--- src/rtl/sls_pkg.sv ---
package sls_pkg;

  typedef enum logic [2:0] {
    ST_RESET = 3'd0,
    ST_CAL   = 3'd1,
    ST_SYNC  = 3'd2,
    ST_PDOWN = 3'd3,
    ST_WAKE  = 3'd4,
    ST_RUN   = 3'd5
  } sls_state_e;

  // Value loaded into the down-counter so that the strobe follows edge
  // (event edge + cycles): one edge is spent recognising the event and one
  // in the final zero test.
  function automatic int unsigned settle_load(input int unsigned cycles);
    return (cycles >= 2) ? cycles - 2 : 0;
  endfunction

  // Width that holds the largest load value of the three intervals.
  function automatic int unsigned count_bits(input int unsigned a,
                                             input int unsigned b,
                                             input int unsigned c);
    int unsigned m;
    m = a;
    if (b > m) m = b;
    if (c > m) m = c;
    return (m < 2) ? 1 : $clog2(m);
  endfunction

  // True on the last phase step of an output period.
  function automatic logic phase_wraps(input int unsigned ph,
                                       input int unsigned period);
    return ph == period - 1;
  endfunction

endpackage

--- src/rtl/sls_in_capture.sv ---
module sls_in_capture (
  input  logic mclk,
  input  logic rst_pin_n,
  input  logic sync_pin,
  input  logic pwdn_pin_n,
  output logic q_rst_n,
  output logic q_pwdn_n,
  output logic sync_rise
);

  logic q_sync;
  logic q_sync_d;

  // Reset capture: cleared at once by the pin, set on the clock.
  always_ff @(posedge mclk or negedge rst_pin_n) begin
    if (!rst_pin_n) q_rst_n <= 1'b0;
    else            q_rst_n <= 1'b1;
  end

  always_ff @(posedge mclk) begin
    q_sync   <= sync_pin;
    q_sync_d <= q_sync;
    q_pwdn_n <= pwdn_pin_n;
  end

  assign sync_rise = q_sync & ~q_sync_d;

endmodule

--- src/rtl/sls_word_phase.sv ---
module sls_word_phase
  import sls_pkg::*;
#(
  parameter int unsigned PERIOD = 64
) (
  input  logic mclk,
  input  logic clear,
  input  logic realign,
  output logic slot
);

  localparam int unsigned PW = (PERIOD < 2) ? 1 : $clog2(PERIOD);

  logic [PW-1:0] ph;

  assign slot = phase_wraps(32'(ph), PERIOD);

  always_ff @(posedge mclk) begin
    if (clear || realign) ph <= '0;
    else if (slot)        ph <= '0;
    else                  ph <= ph + PW'(1);
  end

endmodule

--- src/rtl/sls_settle_ctrl.sv ---
module sls_settle_ctrl
  import sls_pkg::*;
#(
  parameter int unsigned CAL_CYCLES  = 988205,
  parameter int unsigned SYNC_CYCLES = 5161,
  parameter int unsigned WAKE_CYCLES = 5168,
  parameter int unsigned CW          = 20
) (
  input  logic       mclk,
  input  logic       q_rst_n,
  input  logic       q_pwdn_n,
  input  logic       sync_rise,
  input  logic       slot,
  output sls_state_e state,
  output logic       word_q,
  output logic       realign,
  output logic       clear_phase
);

  localparam logic [CW-1:0] CAL_LOAD  = CW'(settle_load(CAL_CYCLES));
  localparam logic [CW-1:0] SYNC_LOAD = CW'(settle_load(SYNC_CYCLES));
  localparam logic [CW-1:0] WAKE_LOAD = CW'(settle_load(WAKE_CYCLES));

  logic [CW-1:0] cnt;
  logic [CW-1:0] cnt_nxt;
  sls_state_e    state_nxt;
  logic          word_nxt;
  logic          cnt_zero;

  assign cnt_zero    = (cnt == '0);
  assign clear_phase = (state == ST_RESET);

  // Priority: reset, then power-down, then sync, then the running count.
  always_comb begin
    state_nxt = state;
    cnt_nxt   = cnt;
    word_nxt  = 1'b0;
    realign   = 1'b0;
    if (!q_rst_n) begin
      state_nxt = ST_RESET;
      cnt_nxt   = '0;
    end else if (state == ST_RESET) begin
      state_nxt = ST_CAL;
      cnt_nxt   = CAL_LOAD;
    end else if (!q_pwdn_n) begin
      state_nxt = ST_PDOWN;
    end else if (state == ST_PDOWN) begin
      state_nxt = ST_WAKE;
      cnt_nxt   = WAKE_LOAD;
    end else if (sync_rise && state != ST_CAL) begin
      state_nxt = ST_SYNC;
      cnt_nxt   = SYNC_LOAD;
    end else begin
      case (state)
        ST_CAL, ST_SYNC: begin
          if (cnt_zero) begin
            state_nxt = ST_RUN;
            word_nxt  = 1'b1;
            realign   = 1'b1;
          end else begin
            cnt_nxt = cnt - CW'(1);
          end
        end
        ST_WAKE: begin
          if (cnt_zero) begin
            state_nxt = ST_RUN;
            word_nxt  = slot;
          end else begin
            cnt_nxt = cnt - CW'(1);
          end
        end
        ST_RUN:  word_nxt  = slot;
        default: state_nxt = ST_RESET;
      endcase
    end
  end

  always_ff @(posedge mclk) begin
    state  <= state_nxt;
    cnt    <= cnt_nxt;
    word_q <= word_nxt;
  end

endmodule

--- src/rtl/sls_settle_seq.sv ---
module sls_settle_seq
  import sls_pkg::*;
#(
  parameter int unsigned CAL_CYCLES  = 988205,
  parameter int unsigned SYNC_CYCLES = 5161,
  parameter int unsigned WAKE_CYCLES = 5168,
  parameter int unsigned WORD_PERIOD = 64
) (
  input  logic mclk,
  input  logic rst_pin_n,
  input  logic sync_pin,
  input  logic pwdn_pin_n,
  output logic word_rdy,
  output logic calibrating,
  output logic settled
);

  localparam int unsigned CW = count_bits(CAL_CYCLES, SYNC_CYCLES, WAKE_CYCLES);

  logic       q_rst_n;
  logic       q_pwdn_n;
  logic       sync_rise;
  logic       slot;
  logic       realign;
  logic       clear_phase;
  logic       word_q;
  sls_state_e state;

  sls_in_capture u_cap (
    .mclk       (mclk),
    .rst_pin_n  (rst_pin_n),
    .sync_pin   (sync_pin),
    .pwdn_pin_n (pwdn_pin_n),
    .q_rst_n    (q_rst_n),
    .q_pwdn_n   (q_pwdn_n),
    .sync_rise  (sync_rise)
  );

  sls_settle_ctrl #(
    .CAL_CYCLES  (CAL_CYCLES),
    .SYNC_CYCLES (SYNC_CYCLES),
    .WAKE_CYCLES (WAKE_CYCLES),
    .CW          (CW)
  ) u_ctrl (
    .mclk        (mclk),
    .q_rst_n     (q_rst_n),
    .q_pwdn_n    (q_pwdn_n),
    .sync_rise   (sync_rise),
    .slot        (slot),
    .state       (state),
    .word_q      (word_q),
    .realign     (realign),
    .clear_phase (clear_phase)
  );

  sls_word_phase #(
    .PERIOD (WORD_PERIOD)
  ) u_phase (
    .mclk    (mclk),
    .clear   (clear_phase),
    .realign (realign),
    .slot    (slot)
  );

  assign word_rdy    = q_rst_n & word_q;
  assign calibrating = q_rst_n & ((state == ST_RESET) || (state == ST_CAL));
  assign settled     = q_rst_n & (state == ST_RUN);

endmodule

--- config.mk ---
export PLATFORM = sky130hd
export DESIGN_NAME = sls_settle_seq
export DESIGN_NICKNAME = d
export VERILOG_FILES = /design/src/rtl/sls_pkg.sv /design/src/rtl/sls_in_capture.sv /design/src/rtl/sls_word_phase.sv /design/src/rtl/sls_settle_ctrl.sv /design/src/rtl/sls_settle_seq.sv
export SDC_FILE = /design/constraint.sdc
export NUM_CORES = 1
export LEC_CHECK = 0
export ABC_AREA = 1
export CAP_MARGIN = 10
export CELL_PAD_IN_SITES_DETAIL_PLACEMENT = 1
export CELL_PAD_IN_SITES_GLOBAL_PLACEMENT = 1
export CORE_ASPECT_RATIO = 1.75
export CORE_UTILIZATION = 47
export CTS_CLUSTER_SIZE = 12
export DETAILED_ROUTE_END_ITERATION = 8
export GPL_ROUTABILITY_DRIVEN = 0
export PLACE_DENSITY_LB_ADDON = 0.1
export RECOVER_POWER = 25
export SLEW_MARGIN = 0
export SYNTH_ARGS = -nofsm -noshare
export SYNTH_HDL_FRONTEND = slang
export SYNTH_SLANG_ARGS = --single-unit
--- constraint.sdc ---
create_clock -name mclk -period 3.3 [get_ports mclk]
set_clock_uncertainty 0.05 [all_clocks]
set_input_delay 0.66 -clock mclk [delete_from_list [all_inputs] [get_ports mclk]]
set_output_delay 0.66 -clock mclk [all_outputs]
set_load 0.05 [all_outputs]
==> key figures, run 1 <==
Run status
  – Status: finished clean

Final layout
  – Final core utilization: 53.0%
  – Post-layout net count: 358
  – # diodes: 0
  – Layout cell share with drive strength beyond 1: 8.52%
  – Area grow syn2layout: 8.30%

Min path
  – Hold WC Path Type: register to register

Clocking
  – Setup repair bufs after CTS: 0
  – Root Driver: clkbuf_8
  – Post_cts resized: 0
  – Clk buf depth: 2
  – Total CTS buffers: 5
  – Clock Latency Late Sink: 0.30 ns
  – Worst-path clk slew: 0.07 ns
  – CTS tree: built
  – Clock tree sinks: 34
  – H-tree levels: 2
  – Hold buffers post-CTS: 0

Power
  – Power density cells: 592 nW/µm²
  – Max VDD drop: 0.370 mV
  – P_leak: 1.07 nW

STA
  – Fin crit period: 2.89 ns
  – Pins Over Slew Limit: 0
  – Final Hold Violating Endpoints: 0
  – Final setup fails: 0
  – Relative slew margins: 66.5%
  – Setup TNS: 0 ns
  – Period utilization: 87.5%
  – Unrepaired setup endpoints after global routing: false
  – Fmax: 346 MHz
  – Least-Margin Pin Slew: 0.501 ns

Global routing
  – Grt met2 use: 52.3%
  – Initial antenna violation count: 0
  – Met1 Use GR: 25.8%
  – Vias in the first global route: 2,246
  – Gr usage total: 27.7%
  – Largest net degree at the start of global routing: 19
  – Busiest layer in global routing: met2
  – Remaining Overflow, GRT: 0
  – Met3 GRT Util: 3.69%
  – First-pass GRT wire length: 9.80 mm

Synth
  – Ys Warns: 0
  – Most frequent cell after synthesis: nand2_1
  – Syn avg cell area: 6.32 µm²
  – Main synth FF type: dfxtp_1
  – Top post-synthesis cells by count: 84 x nand2_1, 71 x nor2_1, 42 x inv_1, 33 x dfxtp_1, 33 x nand3_1
  – Post-Syn Instances: 341
  – Post-synthesis cell area: 2160 µm²
  – Sequential-to-total area share from yosys stat: 31.8%
  – FF+latch count, synth: 34
  – Post-synth EDFFs: 0
  – Asr flop ratio synth: 2.94%
  – Top cell type's share of synthesized area: 30.6%
  – Syn_nets: 348
  – Synth area leader: dfxtp_1
  – Top cells by area, synth: dfxtp_1 31%, nand2_1 15%, nor2_1 12%
  – Netlist cell types: 29

Worst setup path
  – Critical Path End Type: output port
  – Type of the worst setup path: register to output port
  – CP Data Arrival Time: 2.18 ns
  – Req. time, crit path: 2.59 ns
  – CP Launch Type: register
  – CP Max Fanout: 5

Routing
  – DR WL/cell: 14.6 µm
  – Via count: 2,152
  – DRC: 0
  – Pre-Repair DR Iteration Count: 4
  – WL final: 5.88 mm
  – Iter 0 DRT Violations: 21
  – Vias/cell: 5.34
  – Routed Antenna Nets: 0

Placement
  – Post-DP HPWL: 4.72 mm
  – Port bufs: 6

Run
  – Reported max-cap violation count: 0

Floorplan
  – # IOs: 7
  – Die H: 91.6 µm
  – Core Region: 4400 µm²
  – Cell Rows: 32
  – Width of the die: 53.2 µm
  – Die footprint: 4870 µm²
  – Initial core utilization: 48.9%
cells by family (layout without fill, tap and decap cells):
logic type / after synthesis / count (layout) / synth area share (%)
DFF: 34 / 34 / 31.8
other: 1 / 1 / 0.174
AOI/OAI and AO/OA: 27 / 27 / 6.50
buffers and inverters: 48 / 59 / 9.29
adders and majority gates: 3 / 3 / 1.74
and+or+nand+nor: 223 / 223 / 48.5
xor gates and xnor gates: 5 / 5 / 2.03
sequential cells by signal, summed over array words and instances, names as in the netlist:
| register | flops |
|---|---|
| u_cap.q_pwdn_n | 1 |
| u_ctrl.state | 3 |
| u_cap.q_rst_n | 1 |
| u_cap.q_sync_d | 1 |
| u_ctrl.cnt | 20 |
| u_ctrl.word_q | 1 |
| u_cap.q_sync | 1 |
| u_phase.ph | 6 |
placed cells by master (no fill, tap or decap), drive strengths merged:
cell and instances:
nor3 8, inv 46, nor3b 1, nand3b 2, o21ai 12, nand4 3
a21oi 12, a21boi 1, clkbuf 6, clkinvlp 1, dfrtp 1, nand3 38
a31oi 2, dfxtp 33, or2 1, clkdlybuf4s50 3, xor2 4, nand2 93
ha 3, dlygate4sd3 3, conb 1, nor2 77, xnor2 1
per-stage QoR:
stage / hold WS, ns / instance area [µm²] / setup WS (ns) / std cells / total power, mW
after floorplan: 0.281 / 2160 / 0.996 / 341 / 0.928
after global placement: 0.286 / 2250 / 0.785 / 395 / 1.04
after detailed placement: 0.316 / 2250 / 0.756 / 395 / 1.06
after CTS: 0.327 / 2350 / 0.409 / 403 / 1.40
after global routing: 0.329 / 2330 / 0.210 / 403 / 1.48
final: 0.329 / 2330 / 0.412 / 403 / 1.38
metal layers:
metal / up-vias / part of all wire [%]
met5: - / 0
met4: 0 / 4.9
met3: 23 / 2.1
met2: 35 / 55
met1: 1002 / 38
li1: 1092 / -
layout make-up:
cell class	count	area (µm²)
Fill cell	643	2070
Multi-Input combinational cell	259	1260
Sequential cell	34	686
Inverter	45	169
Clock buffer	6	82.6
Tap cell	51	63.8
Timing Repair Buffer	6	60.1
Clock inverter	2	16.3
final timing paths:
kind                                               from                    endpoint  slack [ns]  depth (start not counted)
setup / recovery           u_ctrl.state[2]$_SDFFE_PP0P_                     settled        0.41                          5
hold / removal                     u_cap.q_sync$_DFF_P_      u_cap.q_sync_d$_DFF_P_        0.33                          0
setup reg to reg             u_ctrl.cnt[0]$_SDFFE_PN0P_  u_ctrl.cnt[1]$_SDFFE_PN0P_        1.06                          9
hold reg to reg                    u_cap.q_sync$_DFF_P_      u_cap.q_sync_d$_DFF_P_        0.33                          0
max in group asynchronous                     rst_pin_n     u_cap.q_rst_n$_DFF_PN0_        2.58                          1
min in group asynchronous                     rst_pin_n     u_cap.q_rst_n$_DFF_PN0_        0.52                          1
power by group:
part | internal (mW) | leakage, nW | switching (mW) | total (mW)
logic | 0.166 | 0.740 | 0.357 | 0.523
registers | 0.461 | 0.283 | 0.0592 | 0.520
clock network | 0.172 | 0.0478 | 0.168 | 0.339
total | 0.798 | 1.07 | 0.584 | 1.38
worst max-delay path, cell delays in order (launching register included):
cell and delay (ns):
dfxtp_1 0.46, inv_2 0.09, nor3_1 0.33, inv_1 0.10, nor2_1 0.10, clkdlybuf4s50_1 0.80
No activity file was read; power rests on OpenSTA's default activity.
==> inputs of run 2 (changes only) <==
--- a/config.mk
+++ b/config.mk
@@ -10,7 +10,8 @@
 export CELL_PAD_IN_SITES_DETAIL_PLACEMENT = 1
 export CELL_PAD_IN_SITES_GLOBAL_PLACEMENT = 1
 export CORE_ASPECT_RATIO = 1.75
-export CORE_UTILIZATION = 47
+export CORE_UTILIZATION = 48
+export CTS_BUF_LIST = sky130_fd_sc_hd__clkbuf_4 sky130_fd_sc_hd__clkbuf_8
 export CTS_CLUSTER_SIZE = 12
 export DETAILED_ROUTE_END_ITERATION = 8
 export GPL_ROUTABILITY_DRIVEN = 0
==> run 2 against run 1 <==
Total power up 9.6%. Hold slack got worse by 0.025 ns. Clock power increased by 40%. Worst setup slack worse by 0.012 ns. First-iteration DRC count rose by 62%. Die area decreased by 2.0%. Register-to-register slack is essentially flat. Cell area up 1.6%. Critical path depth unchanged. Wire length shrank 0.17%. Final cell count fell by 0.50%. Largest cell class unchanged.
==> key figures, run 2 (synthesis gave the netlist of run 1 again) <==
Floorplan
  – # IOs: 7
  – Initial core utilization: 51.0%
  – Width of the die: 52.7 µm
  – Cell Rows: 31
  – Die H: 90.7 µm
  – Core Region: 4230 µm²
  – Die footprint: 4770 µm²

Global routing
  – Remaining Overflow, GRT: 0
  – Vias in the first global route: 2,270
  – Gr usage total: 27.9%
  – First-pass GRT wire length: 9.92 mm
  – Largest net degree at the start of global routing: 19
  – Initial antenna violation count: 0

Final layout
  – Commonest cells after routing, fill and taps aside: 85 x nand2_1, 71 x nor2_1, 43 x inv_1
  – Largest register FFs: 20
  – Final core utilization: 56.1%
  – Post-layout net count: 358
  – Filler cells: 590
  – Most common cell after layout, fill and taps aside: nand2_1
  – Largest reg by FF count: u_ctrl.cnt
  – Layout cell share with drive strength beyond 1: 8.24%
  – Top Registers: u_ctrl.cnt x20, u_phase.ph x6, u_ctrl.state x3
  – Final instance area: 2370 µm²
  – Fin cells: 401
  – Register area: 686 µm²
  – Area grow syn2layout: 9.98%
  – Multi-input logic area: 1260 µm²
  – # diodes: 0

Routing
  – Iter 0 DRT Violations: 34
  – Pre-Repair DR Iteration Count: 4
  – Vias/cell: 5.38
  – Routed Antenna Nets: 0
  – Via count: 2,157
  – WL final: 5.87 mm
  – DRC: 0
  – DR WL/cell: 14.6 µm

Worst setup path
  – Reg2Reg Depth: 9
  – Type of the worst setup path: register to output port
  – Req. time, crit path: 2.59 ns
  – CP Data Arrival Time: 2.19 ns
  – Crit path launch: u_ctrl.state[2]$_SDFFE_PP0P_
  – Reg2reg end: u_ctrl.cnt[1]$_SDFFE_PN0P_
  – CP Launch Type: register
  – R2R Setup Slk: 1.07 ns
  – R2r startpoint: u_ctrl.cnt[0]$_SDFFE_PN0P_
  – CP Max Fanout: 5
  – Critical Path End Type: output port

Min path
  – Worst Hold Endpoint: u_cap.q_sync_d$_DFF_P_
  – Worst hold path startpoint: u_cap.q_sync$_DFF_P_
  – Hold WC Path Type: register to register
  – Worst Hold Depth: 0

STA
  – Final setup fails: 0
  – Setup TNS: 0 ns
  – Fin crit period: 2.90 ns
  – Period utilization: 87.9%
  – Unrepaired setup endpoints after global routing: false
  – Final Hold Violating Endpoints: 0
  – Fmax: 345 MHz
  – Pins Over Slew Limit: 0

Clocking
  – Post_cts resized: 0
  – Clock tree sinks: 34
  – Clock Latency Late Sink: 0.29 ns
  – Hold buffers post-CTS: 0
  – H-tree levels: 2
  – Setup repair bufs after CTS: 0
  – Clk buf depth: 2
  – CTS tree: built
  – Worst-path clk slew: 0.08 ns
  – Total CTS buffers: 5
  – Root Driver: clkbuf_8

Placement
  – Placed inst area: 2250 µm²
  – Post-DP HPWL: 4.54 mm
  – Port bufs: 6
  – Total placed cells including tap cells: 393

Power
  – Power density cells: 639 nW/µm²
  – Max VDD drop: 0.389 mV
  – P_leak: 1.09 nW

Run status
  – Status: finished clean

Run
  – Reported max-cap violation count: 0
[run 2: cell types whose count changed in the layout (fill, tap and decap cells not counted)]
| cell | before | now |
|---|---|---|
| inv_2 | 3 | 2 |
| clkbuf_8 | 6 | 5 |
| inv_6 | 1 | 0 |
| bufinv_16 | 0 | 2 |
| clkinvlp_4 | 1 | 0 |
| inv_1 | 42 | 43 |
| clkinv_4 | 0 | 1 |
[run 2: worst max path at each step]
stage	depth (start not counted)	to	slack, ns
6_report	5	settled	0.40
5_1_grt	5	settled	0.27
4_1_cts	5	settled	0.42
3_5_place_dp	5	settled	0.76
3_3_place_gp	5	settled	0.79
2_1_floorplan	2	calibrating	1.0
[run 2: power by group]
part           switching [mW]  internal (mW)  leakage [nW]
Clock                   0.170          0.303        0.0683
Sequential             0.0587          0.460         0.283
Combinational           0.358          0.166         0.740
[run 2: layout make-up]
class	instances	area share, %
multi-input cells	259	53.0
flip-flops and latches	34	28.9
inverters	45	7.12
clock buffers	5	2.90
clock inverters	3	2.90
well taps	49	2.59
repair buffers	6	2.53
[run 2: metal layers]
metal  GRT usage [%]  vias to the layer above  routed length [µm]
met4            14.7                        0                 275
met3            4.38                       22                  88
met5               0                        -                   0
met2            51.3                       34                3180
met1            27.8                     1015                2330
li1                -                     1086                   -
[run 2: critical path, cell delays in order, from the launching register on]
cell	delay [ns]
dfxtp_1	0.45
inv_1	0.14
nor3_1	0.32
inv_1	0.09
nor2_1	0.10
clkdlybuf4s50_1	0.80
[run 2: per-stage QoR]
step / power, mW / hold WS (ns) / setup slack, ns
floorplan: 0.928 / 0.281 / 0.996
global placement: 1.03 / 0.287 / 0.788
detailed placement: 1.05 / 0.291 / 0.764
CTS: 1.53 / 0.305 / 0.418
global route: 1.62 / 0.311 / 0.271
finish: 1.51 / 0.304 / 0.400
